File: config.mk
export PLATFORM = sky130hd
export DESIGN_NAME = aud_slot_serializer
export DESIGN_NICKNAME = d
export VERILOG_FILES = /design/src/rtl/aud_slot_pkg.sv /design/src/rtl/aud_slot_sequencer.sv /design/src/rtl/aud_slot_tx.sv /design/src/rtl/aud_slot_rx.sv /design/src/rtl/aud_slot_serializer.sv
export SDC_FILE = /design/constraint.sdc
export NUM_CORES = 1
export LEC_CHECK = 0
export ABC_AREA = 1
export ABC_CLOCK_PERIOD_IN_PS = 2390
export BUFFER_PORTS_ARGS = -buffer_cell sky130_fd_sc_hd__buf_2
export CAP_MARGIN = 25
export CORE_MARGIN = 4
export CORE_UTILIZATION = 53
export CTS_CLUSTER_SIZE = 40
export DETAILED_ROUTE_END_ITERATION = 10
export GPL_ROUTABILITY_DRIVEN = 0
export HOLD_SLACK_MARGIN = 0.06
export PLACE_DENSITY = 0.84
export SYNTH_ARGS = -nofsm -noshare
export SYNTH_HDL_FRONTEND = slang
export SYNTH_SLANG_ARGS = --single-unit
File: constraint.sdc
create_clock -name clk -period 2.39 [get_ports clk]
set_input_delay 0.478 -clock clk [delete_from_list [all_inputs] [get_ports clk]]
set_output_delay 0.478 -clock clk [all_outputs]
set_load 0.02 [all_outputs]
File: src/rtl/aud_slot_pkg.sv
package aud_slot_pkg;

    localparam int MAX_SLOTS    = 8;
    localparam int SLOT_IDX_W   = $clog2(MAX_SLOTS);
    localparam int STEREO_SLOTS = 2;

    typedef logic [MAX_SLOTS-1:0]  slot_mask_t;
    typedef logic [SLOT_IDX_W-1:0] slot_idx_t;

    // number of word slots in one frame for the selected phase mode
    function automatic int unsigned frame_slots(logic dual);
        return dual ? STEREO_SLOTS : MAX_SLOTS;
    endfunction

    // a slot carries its own fetched/stored word
    function automatic logic slot_active(slot_mask_t m, logic dual, slot_idx_t k);
        if (dual && (int'(k) >= STEREO_SLOTS)) begin
            return 1'b0;
        end
        return m[k];
    endfunction

    // mono in dual-phase: second phase repeats the first word
    function automatic logic slot_repeat(slot_mask_t m, logic dual, slot_idx_t k);
        return dual && (k == slot_idx_t'(1)) && (m[1:0] == 2'b01);
    endfunction

endpackage

File: src/rtl/aud_slot_sequencer.sv
module aud_slot_sequencer
    import aud_slot_pkg::*;
#(
    parameter  int SLOT_W   = 32,
    parameter  int WORD_W   = 24,
    parameter  int MIN_WLEN = 8,
    localparam int LEN_W    = $clog2(WORD_W + 1),
    localparam int BIT_W    = $clog2(SLOT_W)
) (
    input  logic             clk,
    input  logic             rst_n,
    input  logic             fsync,
    input  logic             cfg_dual,
    input  slot_mask_t       cfg_mask,
    input  logic [LEN_W-1:0] cfg_wlen,
    output logic             frame_start,
    output logic             load_en,
    output logic             load_active,
    output logic             load_repeat,
    output logic [LEN_W-1:0] load_wlen,
    output logic             slot_end,
    output logic             end_active,
    output logic             in_frame,
    output logic [BIT_W-1:0] bit_idx,
    output slot_mask_t       cur_mask,
    output logic             cur_dual,
    output logic [LEN_W-1:0] cur_wlen
);

    typedef struct packed {
        logic             fs;
        logic             in_frame;
        slot_idx_t        slot;
        logic [BIT_W-1:0] bitc;
        slot_mask_t       mask;
        logic             dual;
        logic [LEN_W-1:0] wlen;
    } seq_state_t;

    localparam seq_state_t SEQ_RESET = '{
        fs:       1'b0,
        in_frame: 1'b0,
        slot:     '0,
        bitc:     '0,
        mask:     slot_mask_t'(8'h03),
        dual:     1'b0,
        wlen:     LEN_W'(WORD_W)
    };

    seq_state_t seq_d, seq_q;
    logic       last_slot;
    slot_idx_t  next_slot;

    function automatic logic [LEN_W-1:0] clamp_len(logic [LEN_W-1:0] w);
        if (int'(w) < MIN_WLEN) begin
            return LEN_W'(MIN_WLEN);
        end
        if (int'(w) > WORD_W) begin
            return LEN_W'(WORD_W);
        end
        return w;
    endfunction

    always_comb begin
        seq_d       = seq_q;
        seq_d.fs    = fsync;
        frame_start = fsync & ~seq_q.fs;
        slot_end    = seq_q.in_frame & (seq_q.bitc == BIT_W'(SLOT_W - 1));
        last_slot   = (seq_q.slot == slot_idx_t'(frame_slots(seq_q.dual) - 1));
        next_slot   = seq_q.slot + slot_idx_t'(1);
        end_active  = slot_end & ~frame_start
                    & slot_active(seq_q.mask, seq_q.dual, seq_q.slot);
        load_en     = frame_start | slot_end;
        load_active = 1'b0;
        load_repeat = 1'b0;
        load_wlen   = seq_q.wlen;

        if (frame_start) begin
            // a new frame restarts even when the previous one is unfinished
            seq_d.in_frame = 1'b1;
            seq_d.slot     = '0;
            seq_d.bitc     = '0;
            seq_d.mask     = cfg_mask;
            seq_d.dual     = cfg_dual;
            seq_d.wlen     = clamp_len(cfg_wlen);
            load_active    = slot_active(cfg_mask, cfg_dual, '0);
            load_repeat    = 1'b0;
            load_wlen      = clamp_len(cfg_wlen);
        end else if (seq_q.in_frame) begin
            seq_d.bitc = seq_q.bitc + BIT_W'(1);
            if (slot_end) begin
                seq_d.bitc = '0;
                if (last_slot) begin
                    seq_d.in_frame = 1'b0;
                end else begin
                    seq_d.slot  = next_slot;
                    load_active = slot_active(seq_q.mask, seq_q.dual, next_slot);
                    load_repeat = slot_repeat(seq_q.mask, seq_q.dual, next_slot);
                end
            end
        end
    end

    always_ff @(posedge clk or negedge rst_n) begin
        if (!rst_n) begin
            seq_q <= SEQ_RESET;
        end else begin
            seq_q <= seq_d;
        end
    end

    assign in_frame = seq_q.in_frame;
    assign bit_idx  = seq_q.bitc;
    assign cur_mask = seq_q.mask;
    assign cur_dual = seq_q.dual;
    assign cur_wlen = seq_q.wlen;

    AST_CFG_FROZEN_IN_FRAME: assert property (@(posedge clk) disable iff (!rst_n)
        (seq_q.in_frame && !frame_start) |=> ($stable(cur_mask) && $stable(cur_dual) && $stable(cur_wlen)));

    AST_SLOT_IN_RANGE: assert property (@(posedge clk) disable iff (!rst_n)
        seq_q.in_frame |-> (int'(seq_q.slot) < int'(frame_slots(seq_q.dual))));

endmodule

File: src/rtl/aud_slot_tx.sv
module aud_slot_tx #(
    parameter  int WORD_W = 24,
    localparam int LEN_W  = $clog2(WORD_W + 1)
) (
    input  logic              clk,
    input  logic              rst_n,
    input  logic              load_en,
    input  logic              load_active,
    input  logic              load_repeat,
    input  logic [LEN_W-1:0]  load_wlen,
    input  logic              tx_empty,
    input  logic [WORD_W-1:0] tx_data,
    output logic              tx_pop,
    output logic              underrun,
    output logic              sd_out
);

    typedef struct packed {
        logic [WORD_W-1:0] sh;
        logic [WORD_W-1:0] hold;
        logic              under;
    } tx_state_t;

    tx_state_t         tx_d, tx_q;
    logic [WORD_W-1:0] aligned;

    always_comb begin
        tx_d    = tx_q;
        tx_d.sh = tx_q.sh << 1;
        // move the word's top bit to the shifter MSB; bits above wlen fall off
        aligned = tx_data << (LEN_W'(WORD_W) - load_wlen);
        tx_pop  = load_en & load_active & ~load_repeat & ~tx_empty;

        if (load_en) begin
            if (load_repeat) begin
                tx_d.sh = tx_q.hold;
            end else if (load_active) begin
                if (tx_empty) begin
                    tx_d.sh    = '0;
                    tx_d.hold  = '0;
                    tx_d.under = 1'b1;
                end else begin
                    tx_d.sh   = aligned;
                    tx_d.hold = aligned;
                end
            end else begin
                tx_d.sh = '0;
            end
        end
    end

    always_ff @(posedge clk or negedge rst_n) begin
        if (!rst_n) begin
            tx_q <= '0;
        end else begin
            tx_q <= tx_d;
        end
    end

    assign sd_out   = tx_q.sh[WORD_W-1];
    assign underrun = tx_q.under;

    AST_UNDERRUN_STICKY: assert property (@(posedge clk) disable iff (!rst_n)
        tx_q.under |=> tx_q.under);

endmodule

File: src/rtl/aud_slot_rx.sv
module aud_slot_rx #(
    parameter  int WORD_W = 24,
    parameter  int BIT_W  = 5,
    localparam int LEN_W  = $clog2(WORD_W + 1)
) (
    input  logic              clk,
    input  logic              rst_n,
    input  logic              sd_in,
    input  logic              in_frame,
    input  logic              frame_start,
    input  logic [BIT_W-1:0]  bit_idx,
    input  logic [LEN_W-1:0]  wlen,
    input  logic              slot_end,
    input  logic              end_active,
    input  logic              rx_full,
    output logic              rx_push,
    output logic [WORD_W-1:0] rx_data,
    output logic              overrun
);

    typedef struct packed {
        logic [WORD_W-1:0] sh;
        logic              over;
    } rx_state_t;

    rx_state_t rx_d, rx_q;

    always_comb begin
        rx_d    = rx_q;
        rx_data = rx_q.sh;
        if (in_frame && (int'(bit_idx) < int'(wlen))) begin
            rx_data = {rx_q.sh[WORD_W-2:0], sd_in};
        end
        rx_d.sh = rx_data;
        if (frame_start || !in_frame || slot_end) begin
            rx_d.sh = '0;
        end
        rx_push = end_active & ~rx_full;
        if (end_active && rx_full) begin
            rx_d.over = 1'b1;
        end
    end

    always_ff @(posedge clk or negedge rst_n) begin
        if (!rst_n) begin
            rx_q <= '0;
        end else begin
            rx_q <= rx_d;
        end
    end

    assign overrun = rx_q.over;

    AST_OVERRUN_STICKY: assert property (@(posedge clk) disable iff (!rst_n)
        rx_q.over |=> rx_q.over);

    AST_NO_PUSH_WHEN_FULL: assert property (@(posedge clk) disable iff (!rst_n)
        (rx_full && slot_end) |=> (overrun || !$past(end_active)));

endmodule

File: src/rtl/aud_slot_serializer.sv
module aud_slot_serializer
    import aud_slot_pkg::*;
#(
    parameter  int SLOT_W   = 32,
    parameter  int WORD_W   = 24,
    parameter  int MIN_WLEN = 8,
    localparam int LEN_W    = $clog2(WORD_W + 1),
    localparam int BIT_W    = $clog2(SLOT_W)
) (
    input  logic              clk,
    input  logic              rst_n,
    input  logic              fsync,
    input  logic              cfg_dual,
    input  logic [7:0]        cfg_mask,
    input  logic [LEN_W-1:0]  cfg_wlen,
    input  logic              tx_empty,
    input  logic [WORD_W-1:0] tx_data,
    output logic              tx_pop,
    input  logic              rx_full,
    output logic              rx_push,
    output logic [WORD_W-1:0] rx_data,
    input  logic              sd_in,
    output logic              sd_out,
    output logic              tx_underrun,
    output logic              rx_overrun
);

    // slot must leave at least one bit past the longest word
    if (SLOT_W <= WORD_W) begin : g_bad_slot_width
        $error("SLOT_W must exceed WORD_W");
    end

    logic             frame_start;
    logic             load_en;
    logic             load_active;
    logic             load_repeat;
    logic [LEN_W-1:0] load_wlen;
    logic             slot_end;
    logic             end_active;
    logic             in_frame;
    logic [BIT_W-1:0] bit_idx;
    slot_mask_t       cur_mask;
    logic             cur_dual;
    logic [LEN_W-1:0] cur_wlen;

    aud_slot_sequencer #(
        .SLOT_W   (SLOT_W),
        .WORD_W   (WORD_W),
        .MIN_WLEN (MIN_WLEN)
    ) i_seq (
        .clk         (clk),
        .rst_n       (rst_n),
        .fsync       (fsync),
        .cfg_dual    (cfg_dual),
        .cfg_mask    (cfg_mask),
        .cfg_wlen    (cfg_wlen),
        .frame_start (frame_start),
        .load_en     (load_en),
        .load_active (load_active),
        .load_repeat (load_repeat),
        .load_wlen   (load_wlen),
        .slot_end    (slot_end),
        .end_active  (end_active),
        .in_frame    (in_frame),
        .bit_idx     (bit_idx),
        .cur_mask    (cur_mask),
        .cur_dual    (cur_dual),
        .cur_wlen    (cur_wlen)
    );

    aud_slot_tx #(
        .WORD_W (WORD_W)
    ) i_tx (
        .clk         (clk),
        .rst_n       (rst_n),
        .load_en     (load_en),
        .load_active (load_active),
        .load_repeat (load_repeat),
        .load_wlen   (load_wlen),
        .tx_empty    (tx_empty),
        .tx_data     (tx_data),
        .tx_pop      (tx_pop),
        .underrun    (tx_underrun),
        .sd_out      (sd_out)
    );

    aud_slot_rx #(
        .WORD_W (WORD_W),
        .BIT_W  (BIT_W)
    ) i_rx (
        .clk         (clk),
        .rst_n       (rst_n),
        .sd_in       (sd_in),
        .in_frame    (in_frame),
        .frame_start (frame_start),
        .bit_idx     (bit_idx),
        .wlen        (cur_wlen),
        .slot_end    (slot_end),
        .end_active  (end_active),
        .rx_full     (rx_full),
        .rx_push     (rx_push),
        .rx_data     (rx_data),
        .overrun     (rx_overrun)
    );

    AST_PAD_BITS_ZERO: assert property (@(posedge clk) disable iff (!rst_n)
        (in_frame && (int'(bit_idx) >= int'(cur_wlen))) |-> !sd_out);

    AST_EMPTY_MASK_SILENT: assert property (@(posedge clk) disable iff (!rst_n)
        (in_frame && ((cur_dual ? cur_mask[1:0] : cur_mask[7:0]) == '0)) |-> !sd_out);

    AST_IDLE_LINE_LOW: assert property (@(posedge clk) disable iff (!rst_n)
        !in_frame |-> !sd_out);

endmodule

==> results.md <==
- Buffers & Inverters on Critical Path: 4
- Cell family with most CP delay: flip-flops
- Final Hold Violating Endpoints: 0
- Most used DFF post-synth: dfrtp_1
- Top post-synthesis cells by area: dfrtp_1 40%, nand2_1 17%, nand3_1 9.9%, inv_1 6.3%, a21oi_1 3.3%
- GRT met2 Usage: 39.6%
- CP arrival: 2260 ps
- Tot GR Track Use: approximately 25%
- Slowest stage delay, CP: 550 ps
- Most used routing layer: met2
- Synth Area per Inst: slightly above 7 sq um
- Largest net degree at the start of global routing: 57
- Placed cell areas: between 6000 and 7000 sq um
- Reg2reg end: i_tx.tx_q[7]$_DFFE_PN0P_
- First-pass GRT wire length: 26300 microns
- Max-cap violations: 0
- Root buffer cell: clkbuf_8
- Layout cells sized above 1: 30.6%
- Final nets: 986
- Remaining DRCs: 0
- Hold path cells: 1
- Final worst slack: -346 ps
- Final WL: 16500 microns
- Antenna violations before repair: 0
- Fin crit period: 2740 ps
- CP Cell Sequence: inv_2, ha_4, nand2_4, o21a_1, nand3_4, clkinv_4, buf_12, a21oi_2, buf_4
- RSZ-0062 raised after global routing: true
- Net Count, Synth: between 800 and 900
- Final worst path period share: 114%
- Largest area contributor in the netlist: dfrtp_1
- Cell row count: 38
- Hold EP: i_seq.seq_q[23]$_DFF_PN0_
- Clk Latency, worst-skew pair: 380 ps
- Initial Util: between 50 and 60%
- CTS HTree Levels: 3
- R2R setup slack: 20 ps
- Setup-failing EPs final: 26
- # fillers: 842
- Mapped Area: 5890 sq um
- Vias in the first global route: approximately 5500
- Crit path launch type: register
- Vias post-DR: roughly 6000
- Num CTS Buffers: 9
- Worst Min Path Start: fsync
- Diode count: 0
- Violated checks: negative setup slack
- WS Path Type: register to output pin
- WP data required: ~1900 ps
- Layout Skew: 12.8 ps
- Die Y: ~110 microns
- Seq/Total Area, Yosys: a little over two fifths
- Power density cells: 1060 nW/um^2
- Per-cell routed wire length: 15.3 microns
- Clock Path Buffers: 2
- Leak Pwr: 3.99 nW
- Peak supply drop: 1.13 mV
- Multi-input combinational cell area: 3250 sq um
- Overflow after GRT: 0
- Top cell type's share of synthesized area: 40.0%
- R2r startpoint: i_seq.bit_idx[0]$_DFFE_PN0P_
- Slew Limit Fails: 0
- Area delta synth->final: 30.9%
- Post-DR vias/cell: about 5.6
- Slew @ Worst Pin: 435 ps
- Sequential cell area: 2460 sq um
- Worst min path class: input port to register
- Final non-filler cell area: ~7700 sq um
- Yosys warnings: 0
- Synth top cells by count: 272 x nand2_1, 117 x nand3_1, 99 x inv_1, 94 x dfrtp_1, 39 x a21oi_1
- Number of flops mapped to enable cells by yosys: 0
- Clock transition at the registers of the reported paths: ~100 ps
- Slowest cell on crit path: dfstp_2
- Die area: 12900 sq um
- Initial drt markers: 587
- Clock sinks: 98
- Total Power: a little over 8 mW
- CTS tree: built
- Max Clk Rate: 365 MHz
- Post-synthesis cell type count: 38
- Grt met3 use: under 10%
- Top-Level Pins: 73
- WHS: 244 ps
- Cells after Synth: 816
- Detail Placement HPWL: approximately 11000 microns
- Status: complete, but fails checks
- Async set-reset flop share out of synthesis: 100%
- DRT Pass-1 Iters: 5
- Slew HR: 71.0%
- Most frequent cell after synthesis: nand2_1
- I/O Buffers: slightly above 70
- Antenna viol nets, final: 0
- Synth Register Bits: 98
- Die X: 113 microns
- FF-to-FF path depth: 15
- Core area: 10800 sq um
- GR Layer Usage met1: between 30% and 40%
- Worst Setup End Kind: output pin
- Worst-path maximum fanout: 12
==> power breakdown <==
part           switching, mW  total (mW)  internal, mW
registers              0.152        2.16          2.01
logic                   2.84        4.91          2.07
clock network          0.591        1.11         0.521
total                   3.58        8.18          4.60
==> worst reg2reg max path, stage by stage, from the launching register on <==
cell and delay, ps:
dfrtp_1 380, ha_2 200, nand2_2 50, nor2_2 90, ha_2 180, nand2_2 70
nor2_4 180, nand2_4 80, nor2_2 200, inv_2 80, nand2_4 90, buf_4 140
inv_4 50, buf_4 150, buf_12 120, o21ai_0 190
==> through the flow <==
stage	util, %	TNS, ps	cells	worst slack, ps
4_1_cts	67.9	-6760	1075	-286
5_1_grt	71.1	-13030	1077	-458
2_1_floorplan	-	0	816	8.09
3_3_place_gp	62.3	-10.6	1039	-10.6
6_report	71.1	-8040	1077	-346
3_5_place_dp	62.3	-151	1039	-34.0
==> cell families (layout without fill, tap and decap cells) <==
| family | Yosys count | count (layout) | synth area share, % |
|---|---|---|---|
| AOI/OAI and AO/OA | 129 | 129 | 13.8 |
| buffers and inverters | 143 | 264 | 10.5 |
| adders and majority gates | 10 | 10 | 2.13 |
| xor gates and xnor gates | 4 | 4 | 0.723 |
| DFF | 98 | 98 | 41.8 |
| and+or+nand+nor | 432 | 432 | 31.1 |
==> area by class of cell <==
type | instances | share of cell area (%)
timing repair buffer | 145 | 15.9
sequential | 98 | 31.9
clock inverter | 5 | 0.796
clock buffer | 11 | 1.84
tap | 140 | 2.27
multi-input combinational | 575 | 42.2
inverter | 103 | 5.15
==> state kept, by name (all words and copies together) (netlist names), 4 cells and up <==
signal          cells
i_seq.cur_wlen      5
i_seq.bit_idx       5
i_seq.cur_mask      8
i_tx.tx_q          47
i_rx.rx_q          24
i_seq.seq_q         4
==> worst max-delay path by stage <==
stage / start / endpoint / slack (ps) / cells past startpoint
after global placement: i_seq.bit_idx[0]$_DFFE_PN0P_ / rx_push / -10 / 12
after CTS: i_seq.cur_wlen[4]$_DFFE_PN1P_ / rx_data[23] / -290 / 11
after global routing: i_seq.bit_idx[0]$_DFFE_PN0P_ / tx_pop / -460 / 13
after floorplan: i_seq.cur_wlen[4]$_DFFE_PN1P_ / rx_data[10] / 8 / 9
final: i_seq.cur_wlen[4]$_DFFE_PN1P_ / rx_data[3] / -350 / 9
after detailed placement: i_seq.bit_idx[0]$_DFFE_PN0P_ / rx_push / -30 / 12
==> metal layers <==
metal / vias to the layer above / wire length, microns / part of all wire [%]
met5: - / 0 / 0
met4: 0 / 381 / 2.3
met3: 37 / 1200 / 7.3
met2: 291 / 7800 / 47
met1: 2815 / 7140 / 43
li1: 2886 / - / -
==> placed cells by master, fill, tap and decap left out, types with 4 or more instances in the layout <==
cell      instances
nand3_1         103
inv_2            22
buf_6            13
nand3_4           4
buf_4            70
buf_12           10
dfstp_2           4
o21ai_1           5
inv_1            78
o21ai_0          24
nand3_2          10
nor2_2            6
o21ai_2           4
a21oi_2          26
nand2_1         252
nand2_2          22
a21oi_4           4
a21oi_1          11
buf_2            45
clkbuf_8         10
a211oi_1         24
nor2_4            4
a22o_1            7
nor2_1           17
o211ai_1         16
dfrtp_1          93
nand4_1           4
nand2_4           6
ha_1              4
==> repair_timing <==
item / 4_1_cts / 5_1_grt
gates cloned: 3 / 2
endpoints found under the setup margin: 26 / 73
resized for setup: 81 / 76
endpoints found under the hold margin: 9 / 0
setup buffers: 16 / 5
pin swaps: 13 / 32
hold buffers: 1 / 0
Note: power is estimated with default switching activity, not from simulation.
